## config.mk

```make
export PLATFORM = sky130hd
export DESIGN_NAME = intc_dual
export DESIGN_NICKNAME = d
export VERILOG_FILES = /design/src/rtl/intc_pkg.sv /design/src/rtl/intc_cfg.sv /design/src/rtl/intc_arbiter.sv /design/src/rtl/intc_bank.sv /design/src/rtl/intc_dual.sv
export SDC_FILE = /design/constraint.sdc
export NUM_CORES = 2
export LEC_CHECK = 0
export BUFFER_PORTS_ARGS = -buffer_cell sky130_fd_sc_hd__buf_2
export CORE_AREA = 2 2 247 249
export DETAILED_ROUTE_END_ITERATION = 12
export DIE_AREA = 0 0 249 251
export HOLD_SLACK_MARGIN = 0.02
export PLACE_DENSITY = 0.8
export SYNTH_ARGS = -nofsm -noshare
export SYNTH_HDL_FRONTEND = slang
export SYNTH_SLANG_ARGS = --single-unit
```

## constraint.sdc

```tcl
create_clock -name clk -period 153.1 [get_ports clk]
set_input_delay 45.93 -clock clk [delete_from_list [all_inputs] [get_ports clk]]
set_output_delay 45.93 -clock clk [all_outputs]
set_load 0.01 [all_outputs]
```

## src/rtl/intc_pkg.sv

```systemverilog
// Package: shared sizes, register offsets and the per-bank command type.
// Assumes a 12-bit byte address space and word-aligned accesses.
package intc_pkg;
    localparam int NSRC_DEF = 32;
    localparam int PRIO_W_DEF = 4;

    // Offsets inside a bank page; a bank page is 0x100 bytes.
    localparam logic [7:0] OFF_STAT = 8'h00;
    localparam logic [7:0] OFF_RAW  = 8'h04;
    localparam logic [7:0] OFF_EN   = 8'h08;
    localparam logic [7:0] OFF_DIS  = 8'h0C;
    localparam logic [7:0] OFF_CUR  = 8'h20;
    localparam logic [7:0] OFF_ACK  = 8'h28;
    localparam logic [7:0] OFF_THR  = 8'h2C;

    // Shared configuration addresses.
    localparam logic [11:0] ADDR_POL    = 12'h200;
    localparam logic [11:0] ADDR_STICKY = 12'h204;
    localparam logic [3:0]  PRIO_PAGE   = 4'h3;

    // Strobes decoded for one bank.
    typedef struct packed {
        logic wr_en;
        logic wr_dis;
        logic wr_thr;
        logic rd_ack;
    } bank_cmd_t;
endpackage

```

## src/rtl/intc_cfg.sv

```systemverilog
// Shared configuration: polarity, capture mode and per-source priority.
// Produces the conditioned request vector used by both banks.
// Assumes src_in is already synchronous to clk.
module intc_cfg
    import intc_pkg::*;
#(
    parameter int NSRC   = NSRC_DEF,
    parameter int PRIO_W = PRIO_W_DEF,
    localparam int IDX_W = $clog2(NSRC)
) (
    input  logic                     clk,
    input  logic                     rst_n,
    input  logic                     wr_pol,
    input  logic                     wr_sticky,
    input  logic                     wr_prio,
    input  logic [IDX_W-1:0]         prio_idx,
    input  logic [NSRC-1:0]          wdata,
    input  logic [NSRC-1:0]          src_in,
    output logic [NSRC-1:0]          pol,
    output logic [NSRC-1:0]          sticky,
    output logic [NSRC*PRIO_W-1:0]   prio_flat,
    output logic [NSRC-1:0]          cond
);
    // Polarity and sticky select registers.
    always_ff @(posedge clk) begin
        if (!rst_n) begin
            pol    <= '0;
            sticky <= '0;
        end else begin
            if (wr_pol)    pol    <= wdata;
            if (wr_sticky) sticky <= wdata;
        end
    end

    // One priority field per source.
    for (genvar i = 0; i < NSRC; i++) begin : g_prio
        always_ff @(posedge clk) begin
            if (!rst_n)
                prio_flat[i*PRIO_W +: PRIO_W] <= '0;
            else if (wr_prio && prio_idx == IDX_W'(i))
                prio_flat[i*PRIO_W +: PRIO_W] <= wdata[PRIO_W-1:0];
        end
    end

    // Polarity stage: a 1 select passes the line, a 0 select inverts it.
    assign cond = ~(src_in ^ pol);
endmodule

```

## src/rtl/intc_arbiter.sv

```systemverilog
// Arbiter: picks the qualified source with the smallest priority value.
// A tie goes to the lowest index. Reports index 0 when nothing qualifies.
module intc_arbiter #(
    parameter int NSRC   = 32,
    parameter int PRIO_W = 4,
    localparam int IDX_W = $clog2(NSRC)
) (
    input  logic                   clk,
    input  logic                   rst_n,
    input  logic [NSRC-1:0]        qual,
    input  logic [NSRC*PRIO_W-1:0] prio_flat,
    output logic [IDX_W-1:0]       cur
);
    logic [PRIO_W-1:0] best_p;
    logic              found;

    // Linear scan; a strict compare keeps the lower index on a tie.
    always_comb begin
        best_p = '1;
        cur    = '0;
        found  = 1'b0;
        for (int i = 0; i < NSRC; i++) begin
            if (qual[i] && (!found || prio_flat[i*PRIO_W +: PRIO_W] < best_p)) begin
                best_p = prio_flat[i*PRIO_W +: PRIO_W];
                cur    = IDX_W'(i);
                found  = 1'b1;
            end
        end
    end

    // No qualified source may beat the chosen one.
    always_ff @(posedge clk) begin
        if (rst_n) begin
            for (int i = 0; i < NSRC; i++) begin
                if (qual[i])
                    assert_best_prio_R6: assert (prio_flat[i*PRIO_W +: PRIO_W] >= prio_flat[cur*PRIO_W +: PRIO_W])
                        else $error("R6: source %0d beats selected %0d", i, cur);
            end
        end
    end
endmodule

```

## src/rtl/intc_bank.sv

```systemverilog
// One output bank: enable mask, latched pending bits, threshold, status,
// current-source arbitration and the registered output pin.
// Assumes that at most one command strobe is high per cycle.
module intc_bank
    import intc_pkg::*;
#(
    parameter int NSRC   = NSRC_DEF,
    parameter int PRIO_W = PRIO_W_DEF,
    localparam int IDX_W = $clog2(NSRC)
) (
    input  logic                   clk,
    input  logic                   rst_n,
    input  bank_cmd_t              cmd,
    input  logic [NSRC-1:0]        wdata,
    input  logic [NSRC-1:0]        cond,
    input  logic [NSRC-1:0]        sticky,
    input  logic [NSRC*PRIO_W-1:0] prio_flat,
    output logic [NSRC-1:0]        raw,
    output logic [NSRC-1:0]        status,
    output logic [NSRC-1:0]        en,
    output logic [IDX_W-1:0]       cur,
    output logic [PRIO_W-1:0]      thr,
    output logic                   out
);
    logic [NSRC-1:0] latch_q;
    logic [NSRC-1:0] pass;

    // Enable mask: set and clear through separate write registers.
    always_ff @(posedge clk) begin
        if (!rst_n)          en <= '0;
        else if (cmd.wr_en)  en <= en | wdata;
        else if (cmd.wr_dis) en <= en & ~wdata;
    end

    // Priority threshold register.
    always_ff @(posedge clk) begin
        if (!rst_n)          thr <= '0;
        else if (cmd.wr_thr) thr <= wdata[PRIO_W-1:0];
    end

    // Latched pending bits: the acknowledge read clears them.
    always_ff @(posedge clk) begin
        if (!rst_n)          latch_q <= '0;
        else if (cmd.rd_ack) latch_q <= '0;
        else                 latch_q <= latch_q | (sticky & cond);
    end

    // Threshold filter per source.
    for (genvar i = 0; i < NSRC; i++) begin : g_pass
        assign pass[i] = prio_flat[i*PRIO_W +: PRIO_W] <= thr;
    end

    assign raw    = cond | (sticky & latch_q);
    assign status = raw & en & pass;

    intc_arbiter #(.NSRC(NSRC), .PRIO_W(PRIO_W)) u_arb (
        .clk       (clk),
        .rst_n     (rst_n),
        .qual      (status),
        .prio_flat (prio_flat),
        .cur       (cur)
    );

    // Registered output pin.
    always_ff @(posedge clk) begin
        if (!rst_n) out <= 1'b0;
        else        out <= |status;
    end

    assert_out_lag_R11: assert property (@(posedge clk) disable iff (!rst_n)
        $past(rst_n) |-> out == $past(|status))
        else $error("R11: output does not follow status by one cycle");

    assert_cur_pending_R6: assert property (@(posedge clk) disable iff (!rst_n)
        (|status) |-> status[cur])
        else $error("R6: current source is not pending");

    assert_cur_idle_R6: assert property (@(posedge clk) disable iff (!rst_n)
        (status == '0) |-> cur == '0)
        else $error("R6: current source nonzero with empty status");

    assert_enable_set_R3: assert property (@(posedge clk) disable iff (!rst_n)
        cmd.wr_en |=> (en & $past(wdata)) == $past(wdata))
        else $error("R3: enable write lost bits");

    assert_disable_clear_R3: assert property (@(posedge clk) disable iff (!rst_n)
        cmd.wr_dis |=> (en & $past(wdata)) == '0)
        else $error("R3: disable write left bits set");

    assert_ack_clears_R8: assert property (@(posedge clk) disable iff (!rst_n)
        cmd.rd_ack |=> (raw & ~cond) == '0)
        else $error("R8: latched state survived acknowledge");
endmodule

```

## src/rtl/intc_dual.sv

```systemverilog
// Top: address decode, shared configuration, two output banks, read mux.
// Bank pages sit at 0x000 and 0x100; shared registers at 0x200 and up.
// Assumes NSRC <= 32 so the priority words fit in one 0x80-byte window.
module intc_dual
    import intc_pkg::*;
#(
    parameter int NSRC   = NSRC_DEF,
    parameter int PRIO_W = PRIO_W_DEF,
    localparam int IDX_W  = $clog2(NSRC),
    localparam int NBANK  = 2
) (
    input  logic            clk,
    input  logic            rst_n,
    input  logic [11:0]     bus_addr,
    input  logic [NSRC-1:0] bus_wdata,
    input  logic            bus_wr,
    input  logic            bus_rd,
    output logic [NSRC-1:0] bus_rdata,
    input  logic [NSRC-1:0] src_in,
    output logic            irq_o,
    output logic            fiq_o
);
    logic                   in_bank;
    logic                   bank_idx;
    logic [7:0]             off;
    logic                   in_prio;
    logic [IDX_W-1:0]       prio_idx;
    logic [NSRC-1:0]        pol, sticky, cond;
    logic [NSRC*PRIO_W-1:0] prio_flat;

    bank_cmd_t              cmd    [NBANK];
    logic [NSRC-1:0]        raw    [NBANK];
    logic [NSRC-1:0]        status [NBANK];
    logic [NSRC-1:0]        en     [NBANK];
    logic [IDX_W-1:0]       cur    [NBANK];
    logic [PRIO_W-1:0]      thr    [NBANK];
    logic [NBANK-1:0]       outs;

    assign in_bank  = bus_addr[11:9] == 3'b000;
    assign bank_idx = bus_addr[8];
    assign off      = bus_addr[7:0];
    assign in_prio  = bus_addr[11:8] == PRIO_PAGE && bus_addr[7:IDX_W+2] == '0;
    assign prio_idx = bus_addr[IDX_W+1:2];

    intc_cfg #(.NSRC(NSRC), .PRIO_W(PRIO_W)) u_cfg (
        .clk       (clk),
        .rst_n     (rst_n),
        .wr_pol    (bus_wr && bus_addr == ADDR_POL),
        .wr_sticky (bus_wr && bus_addr == ADDR_STICKY),
        .wr_prio   (bus_wr && in_prio),
        .prio_idx  (prio_idx),
        .wdata     (bus_wdata),
        .src_in    (src_in),
        .pol       (pol),
        .sticky    (sticky),
        .prio_flat (prio_flat),
        .cond      (cond)
    );

    for (genvar b = 0; b < NBANK; b++) begin : g_bank
        logic hit;
        assign hit = in_bank && bank_idx == 1'(b);
        assign cmd[b].wr_en  = bus_wr && hit && off == OFF_EN;
        assign cmd[b].wr_dis = bus_wr && hit && off == OFF_DIS;
        assign cmd[b].wr_thr = bus_wr && hit && off == OFF_THR;
        assign cmd[b].rd_ack = bus_rd && hit && off == OFF_ACK;

        intc_bank #(.NSRC(NSRC), .PRIO_W(PRIO_W)) u_bank (
            .clk       (clk),
            .rst_n     (rst_n),
            .cmd       (cmd[b]),
            .wdata     (bus_wdata),
            .cond      (cond),
            .sticky    (sticky),
            .prio_flat (prio_flat),
            .raw       (raw[b]),
            .status    (status[b]),
            .en        (en[b]),
            .cur       (cur[b]),
            .thr       (thr[b]),
            .out       (outs[b])
        );
    end

    assign irq_o = outs[0];
    assign fiq_o = outs[1];

    // Read mux; unmapped addresses read zero.
    always_comb begin
        bus_rdata = '0;
        if (in_bank) begin
            case (off)
                OFF_STAT: bus_rdata = status[bank_idx];
                OFF_RAW:  bus_rdata = raw[bank_idx];
                OFF_EN:   bus_rdata = en[bank_idx];
                OFF_CUR:  bus_rdata = NSRC'(cur[bank_idx]);
                OFF_THR:  bus_rdata = NSRC'(thr[bank_idx]);
                default:  bus_rdata = '0;
            endcase
        end else if (bus_addr == ADDR_POL) begin
            bus_rdata = pol;
        end else if (bus_addr == ADDR_STICKY) begin
            bus_rdata = sticky;
        end else if (in_prio) begin
            bus_rdata = NSRC'(prio_flat[prio_idx*PRIO_W +: PRIO_W]);
        end
    end

    assert_one_strobe_R3: assert property (@(posedge clk) disable iff (!rst_n)
        !(bus_wr && bus_rd))
        else $error("R3: read and write strobes together");
endmodule

```

# After elaboration in Yosys (flattened, before gate mapping)

Cells that the tools add are included.

Magnitude comparators: 127
Equality and inequality tests: 40
Shift-type cells: 1
Muxes and demuxes: 210
Bitwise gates (word level): 22
Reductions and logical operators: 245

Operators by type and width:

| kind                                                               | number |
|---|---|
| 32-bit 2-to-1 mux                                                  | 16 |
| 5-bit 2-to-1 mux                                                   | 63 |
| 32-bit bitwise AND                                                 | 9 |
| 4-bit 2-to-1 mux                                                   | 66 |
| 4-bit <= comparator                                                | 64 |
| 4-bit < comparator                                                 | 62 |
| 32-bit bitwise OR                                                  | 6 |
| 32-bit one-hot mux with 5 select lines                             | 1 |
| 128-bit by 8-bit indexed part select with 4-bit output             | 1 |
| 1-bit logical AND                                                  | 112 |
| 5-bit == test (second input constant)                              | 16 |
| 1-bit 2-to-1 mux                                                   | 64 |
| 32-bit inverter                                                    | 2 |
| 32-bit OR reduction                                                | 2 |
| 1-bit logical NOT                                                  | 62 |
| 1-bit logical OR                                                   | 62 |
| 5-bit by 4-bit == test with 1-bit output (second input constant)   | 8 |
| 32-bit bitwise XOR                                                 | 1 |
| 12-bit by 10-bit == test with 1-bit output (second input constant) | 2 |
| 8-bit by 6-bit == test with 1-bit output (second input constant)   | 3 |
| 5-bit by 3-bit == test with 1-bit output (second input constant)   | 4 |
| 8-bit by 4-bit == test with 1-bit output (second input constant)   | 2 |
| 5-bit by 2-bit == test with 1-bit output (second input constant)   | 2 |
| 8-bit by 3-bit == test with 1-bit output (second input constant)   | 1 |
| other kinds (10)                                                   | 14 |

Bits in registers: 330
Input port bits: 80

# Longest topological paths before layout

Depth in word-level cells: 135
Gate-level depth with buffers: 271
Depth with buffers taken out: 264

# By module

From an unflattened synthesis, not the netlist that was laid out.

Cell total of the unflattened synthesis: 4937
Area total of the unflattened synthesis: 38304.2 um^2

By module, submodules not included:

| module                                 | times used | cells each | area an instance (um^2) | sequential area each (um^2) |
|---|---|---|---|---|
| intc_arbiter at g_bank[1].u_bank.u_arb | 1          | 1273       | 8448.1                  | 0.0 |
| intc_arbiter at g_bank[0].u_bank.u_arb | 1          | 1172       | 7727.4                  | 0.0 |
| intc_cfg                               | 1          | 705        | 7387.1                  | 3843.7 |
| intc_bank at g_bank[1].u_bank          | 1          | 655        | 5631.7                  | 1381.3 |
| intc_bank at g_bank[0].u_bank          | 1          | 710        | 5624.1                  | 1381.3 |
| intc_dual                              | 1          | 422        | 3485.8                  | 0.0 |

# Least setup slack after synthesis

Ideal clock, no wire load.

Path kind: input-to-output
Start point: input src_in[0]
End point: output bus_rdata[4]
Data arrival time: 89677 ps
Slack: 17493 ps
Stages: 248
Path buffers: 7
Cell sequence: xnor2_2 > a21oi_1 > nand2b_1 > or2_1 > nor2_1 > ha_1 > o2111ai_1 > and2_1 > o311ai_2 > nor2_1 > a21oi_1 > inv_1 > ha_1 > nand2_1 > mux2i_1 > a31oi_2 > o21ai_0 > inv_1 > [... 212 more ...] > ha_1 > a21o_1 > a21oi_1 > nor2_1 > nor2_1 > nand3_1 > o31a_1 > o21ai_1 > buf_2 > nand2_1 > o21a_1 > ha_1 > or4_1 > nor2_1 > o2111ai_1 > nand4b_1 > nor2_1 > a31oi_1

Word-level cells in the longest chain between the ends: 135
Elaborated cells on any way between the ends: 443
Classes of those cells: order compare: 62; mux: 187; bitwise: 8; reduce/logical: 186

Ends and longest elaborated chain:

| element                                                  | line               | RTL |
|---|---|---|
| start, declared                                          | intc_dual.sv:19    | `input logic [NSRC-1:0] src_in,` |
| 32-bit bitwise XOR (*)                                   | intc_cfg.sv:46     | `assign cond = ~(src_in ^ pol);` |
| 32-bit inverter (*)                                      | intc_cfg.sv:46     |  |
| 32-bit bitwise OR                                        | intc_bank.sv:53    | `assign raw = cond \| (sticky & latch_q);` |
| 32-bit bitwise AND (2 in series)                         | intc_bank.sv:54    | `assign status = raw & en & pass;` |
| 4-bit 2-to-1 mux or 1-bit 2-to-1 mux (tied branches)     | intc_arbiter.sv:23 | `if (qual[i] && (!found \|\| prio_flat[i*PRIO_W +: PRIO_W] < best_p)) begin` |
| 4-bit < comparator or 1-bit logical NOT (tied branches)  | intc_arbiter.sv:23 |  |
| 1-bit logical OR                                         | intc_arbiter.sv:23 |  |
| 1-bit logical AND                                        | intc_arbiter.sv:23 |  |
| [... 116 more ...]                                       | -                  |  |
| 4-bit 2-to-1 mux or 1-bit 2-to-1 mux (tied branches)     | intc_arbiter.sv:23 |  |
| 4-bit < comparator or 1-bit logical NOT (tied branches)  | intc_arbiter.sv:23 |  |
| 1-bit logical OR                                         | intc_arbiter.sv:23 |  |
| 1-bit logical AND                                        | intc_arbiter.sv:23 |  |
| 5-bit 2-to-1 mux                                         | intc_arbiter.sv:23 |  |
| 5-bit 2-to-1 mux (implied by the code) (*) (3 in series) | intc_dual.sv:96    | `OFF_CUR: bus_rdata = NSRC'(cur[bank_idx]);` |
| 32-bit one-hot mux with 5 select lines (*)               | intc_dual.sv:92    | `case (off)` |
| 32-bit 2-to-1 mux (*)                                    | intc_dual.sv:91    | `if (in_bank) begin` |
| end, declared                                            | intc_dual.sv:18    | `output logic [NSRC-1:0] bus_rdata,` |

Mark *: on every way between the ends. The rest lies on a longest branch, timed or not. The select of a mux whose other input is x is not followed.

# Worst setup path after layout

Ends and elaborated chain as after synthesis.

==> metrics.md <==
| Metric | Value |
|---|---|
| Outcome | finished clean |
| Clk root buf | clkbuf_16 |
| Switching power share of the total | 25.8% |
| DRC Markers | 0 |
| Die area | 62500 um^2 |
| Hold_buf cts | 0 |
| Setup WS post-layout | 7.73 ns |
| Synth area leaders | dfxtp_1 19%, ha_1 11%, a21oi_1 7.2% |
| Max-slew headroom | 7.47% |
| CTS max path bufs | 3 |
| Largest area contributor in the netlist | dfxtp_1 |
| Largest net degree at the start of global routing | 160 |
| Clock Latency Late Sink | 0.60 ns |
| Die Wd | 249 um |
| Worst EP required | 107.17 ns |
| Fin Clk Skew | 0.0336 ns |
| Switching power | 49.0 uW |
| Final critical-path required period | 145.37 ns |
| Vias per std cell | 6.95 |
| Vias | 37300 |
| Crit-path slowest cell | o31ai_1 |
| GPL Wtd Cong | 1.04 |
| Setup TNS Final | 0 ns |
| Resized cells post-CTS | 0 |
| Syn avg cell area | 7.80 um^2 |
| Total clock buffers created by CTS | 38 |
| Number of port buffers | 113 |
| Postcts setup bufs | 0 |
| Number of DRC markers in iteration 0 | 4117 |
| CP arrival | 99.44 ns |
| Max Transition Viols Final | 0 |
| Nets@finish | 4952 |
| Clock transition at the registers of the reported paths | 0.05 ns |
| Comb pwr share | 6.1% |
| Worst-Margin Slew | 1.38 ns |
| Synth top area share | 18.5% |
| Largest stage delay, worst path | 0.70 ns |
| Startpoint Class | input port |
| Number of global-route vias before repair | 35000 |
| Synthesized flop and latch total | 330 |
| Area growth, synth to finish | 6.10% |
| Synth Warn # | 0 |
| Leak | 0.0153 uW |
| Worst hold path type | flop to flop |
| Setup slack at placement | 9.11 ns |
| Predominant post-synthesis flop cell | dfxtp_1 |
| Rows | 90 |
| Hold Fails Final Rpt | 0 |
| Post-DP HPWL | 92900 um |
| Syn nets | 4976 |
| Clk pwr share | 48.7% |
| Mapped Area | 35600 um^2 |
| Sequential fraction of design power | 45.2% |
| Gr usage total | 40.1% |
| Peak Freq | 6.88 MHz |
| Final std cells w/o fill | 5359 |
| Unrepaired setup endpoints after global routing | no |
| Total Wirelength | 130000 um |
| Worst VDD drop | 0.00827 mV |
| Seq/Total Area, Yosys | 18.5% |
| Cell mode on critical path | ha_1 |
| Grt ovf | 0 |
| Endpoint class of the critical path | output pin |
| Critical path peak fanout | 12 |
| Synth cell types | 154 |
| Post-route ant nets | 0 |
| Final worst-path cycle share | 95.0% |
| Core Area | 59800 um^2 |
| H-tree depth | 2 |
| Crit Path Category | input port to output pin |
| PD cells | 5.03 nW/um^2 |
| Die height | 251 um |
| DR WL/cell | 24.3 um |
| Top Ports | 114 |
| CTS tree | built |
| Internal | 141 uW |
| Clock sink count | 330 |
| Initial Utilization | 59.6% |
| Post-synth EDFFs | 0 |
| Placed Instances | 5288 |
| Final setup viols | 0 |
| Drt pass-1 iters | 8 |
| Post-Syn Instances | 4570 |
| Layout cell share with drive strength beyond 1 | 11.5% |
| Asr flop ratio synth | 0% |
| First-pass GRT wire length | 199000 um |
| Max Cap Viol | 0 |
| Initial antenna violation count | 11 |
==> logic make-up (layout without fill, tap and decap cells) <==
logic type	Yosys count	in the layout	synth area share, %
other	0	2	0
adder cells (fa/ha/maj)	357	357	12.3
multiplexers	361	361	12.1
flip-flops	330	330	18.5
XOR/XNOR	60	60	1.54
AO/OA/AOI/OAI	1608	1608	31.1
buffers and inverters	401	406	4.83
AND/OR/NAND/NOR	1453	1453	19.6
==> per-layer routing <==
layer / up-vias / track usage [%] / share of wire, %
li1: 17200 / - / -
met1: 17400 / 49.3 / 39
met2: 1995 / 63.2 / 43
met3: 575 / 8.47 / 10
met4: 18 / 27.4 / 7.5
met5: - / 0 / 0.083
==> cells in the final DEF, fill, tap and decap left out, types with 19 or more instances in the layout <==
master / count
a41o_1: 54
a311oi_1: 70
clkbuf_16: 38
a21oi_1: 511
nand3_1: 145
a22oi_1: 40
and2_1: 44
o31ai_1: 25
buf_4: 49
nor3_1: 67
and3_1: 22
dfxtp_1: 328
maj3_1: 26
mux4_2: 40
buf_2: 111
o211a_1: 19
mux2_2: 68
nand2b_1: 104
nor2_1: 427
a21o_1: 105
a211oi_1: 28
o22ai_1: 57
ha_1: 326
inv_1: 171
or3_1: 20
o21ai_0: 242
nor2b_1: 88
nand4_1: 22
nand2_1: 378
o211ai_1: 40
or2_2: 24
a211o_1: 23
o21a_1: 38
mux2i_1: 230
o21ai_1: 31
xnor2_1: 45
a31oi_1: 36
==> power by group through the flow <==
stage | registers [uW] | clock network [uW] | logic, uW
3_5_place_dp | 87.8 | 0 | 11.2
4_1_cts | 85.9 | 92.9 | 11.2
3_3_place_gp | 87.8 | 0 | 11.0
5_1_grt | 85.9 | 95.7 | 12.1
6_report | 85.9 | 92.7 | 11.7
2_1_floorplan | 87.8 | 0 | 6.71
==> worst max-delay path, delay by kind of cell <==
kind,cells,cell delay [ns]
and+or+nand+nor,87,16.12
buffers and inverters,19,1.68
xor gates and xnor gates,1,0.17
AOI/OAI and AO/OA,89,22.31
adders and majority gates,31,9.12
muxes,12,4.02
==> cell type report <==
cell class / instances / area [um^2]
multi-input combinational: 3839 / 27400
fill: 5294 / 22000
sequential: 330 / 6610
clock buffer: 53 / 1100
tap: 782 / 978
timing repair buffer: 160 / 923
inverter: 177 / 672
clock inverter: 16 / 135
antenna: 2 / 5.00
==> final timing paths <==
kind	start	to	slack, ns	depth (start not counted)
min	u_cfg.pol[21]$_SDFFE_PN0P_	u_cfg.pol[21]$_SDFFE_PN0P_	0.48	2
min reg2reg	u_cfg.pol[21]$_SDFFE_PN0P_	u_cfg.pol[21]$_SDFFE_PN0P_	0.48	2
max reg2reg	g_bank[1].u_bank.thr[1]$_SDFFE_PN0P_	g_bank[1].u_bank.out$_SDFF_PN0_	144.37	29
max	src_in[0]	bus_rdata[4]	7.73	239
==> through the flow <==
stage	hold slack (ns)	util (%)	cell area, um^2	total power (uW)
floorplan	0.437	-	35600	94.5
global placement	0.449	61.1	36600	98.9
detailed placement	0.458	61.1	36600	99.0
CTS	0.476	63.2	37800	190
global route	0.497	63.2	37800	194
finish	0.478	63.2	37800	190
==> cell usage after synthesis (all sizes together), types with 82 or more instances <==
library cell and instances:
clkbuf 164, nor2b 88, mux2 82, o21ai 282
nand2 382, inv 172, nand2b 104, a21o 106
a21oi 519, nor2 434, dfxtp 330, mux2i 239
nand3 146, ha 326
Note: power is estimated with default switching activity, not from simulation.
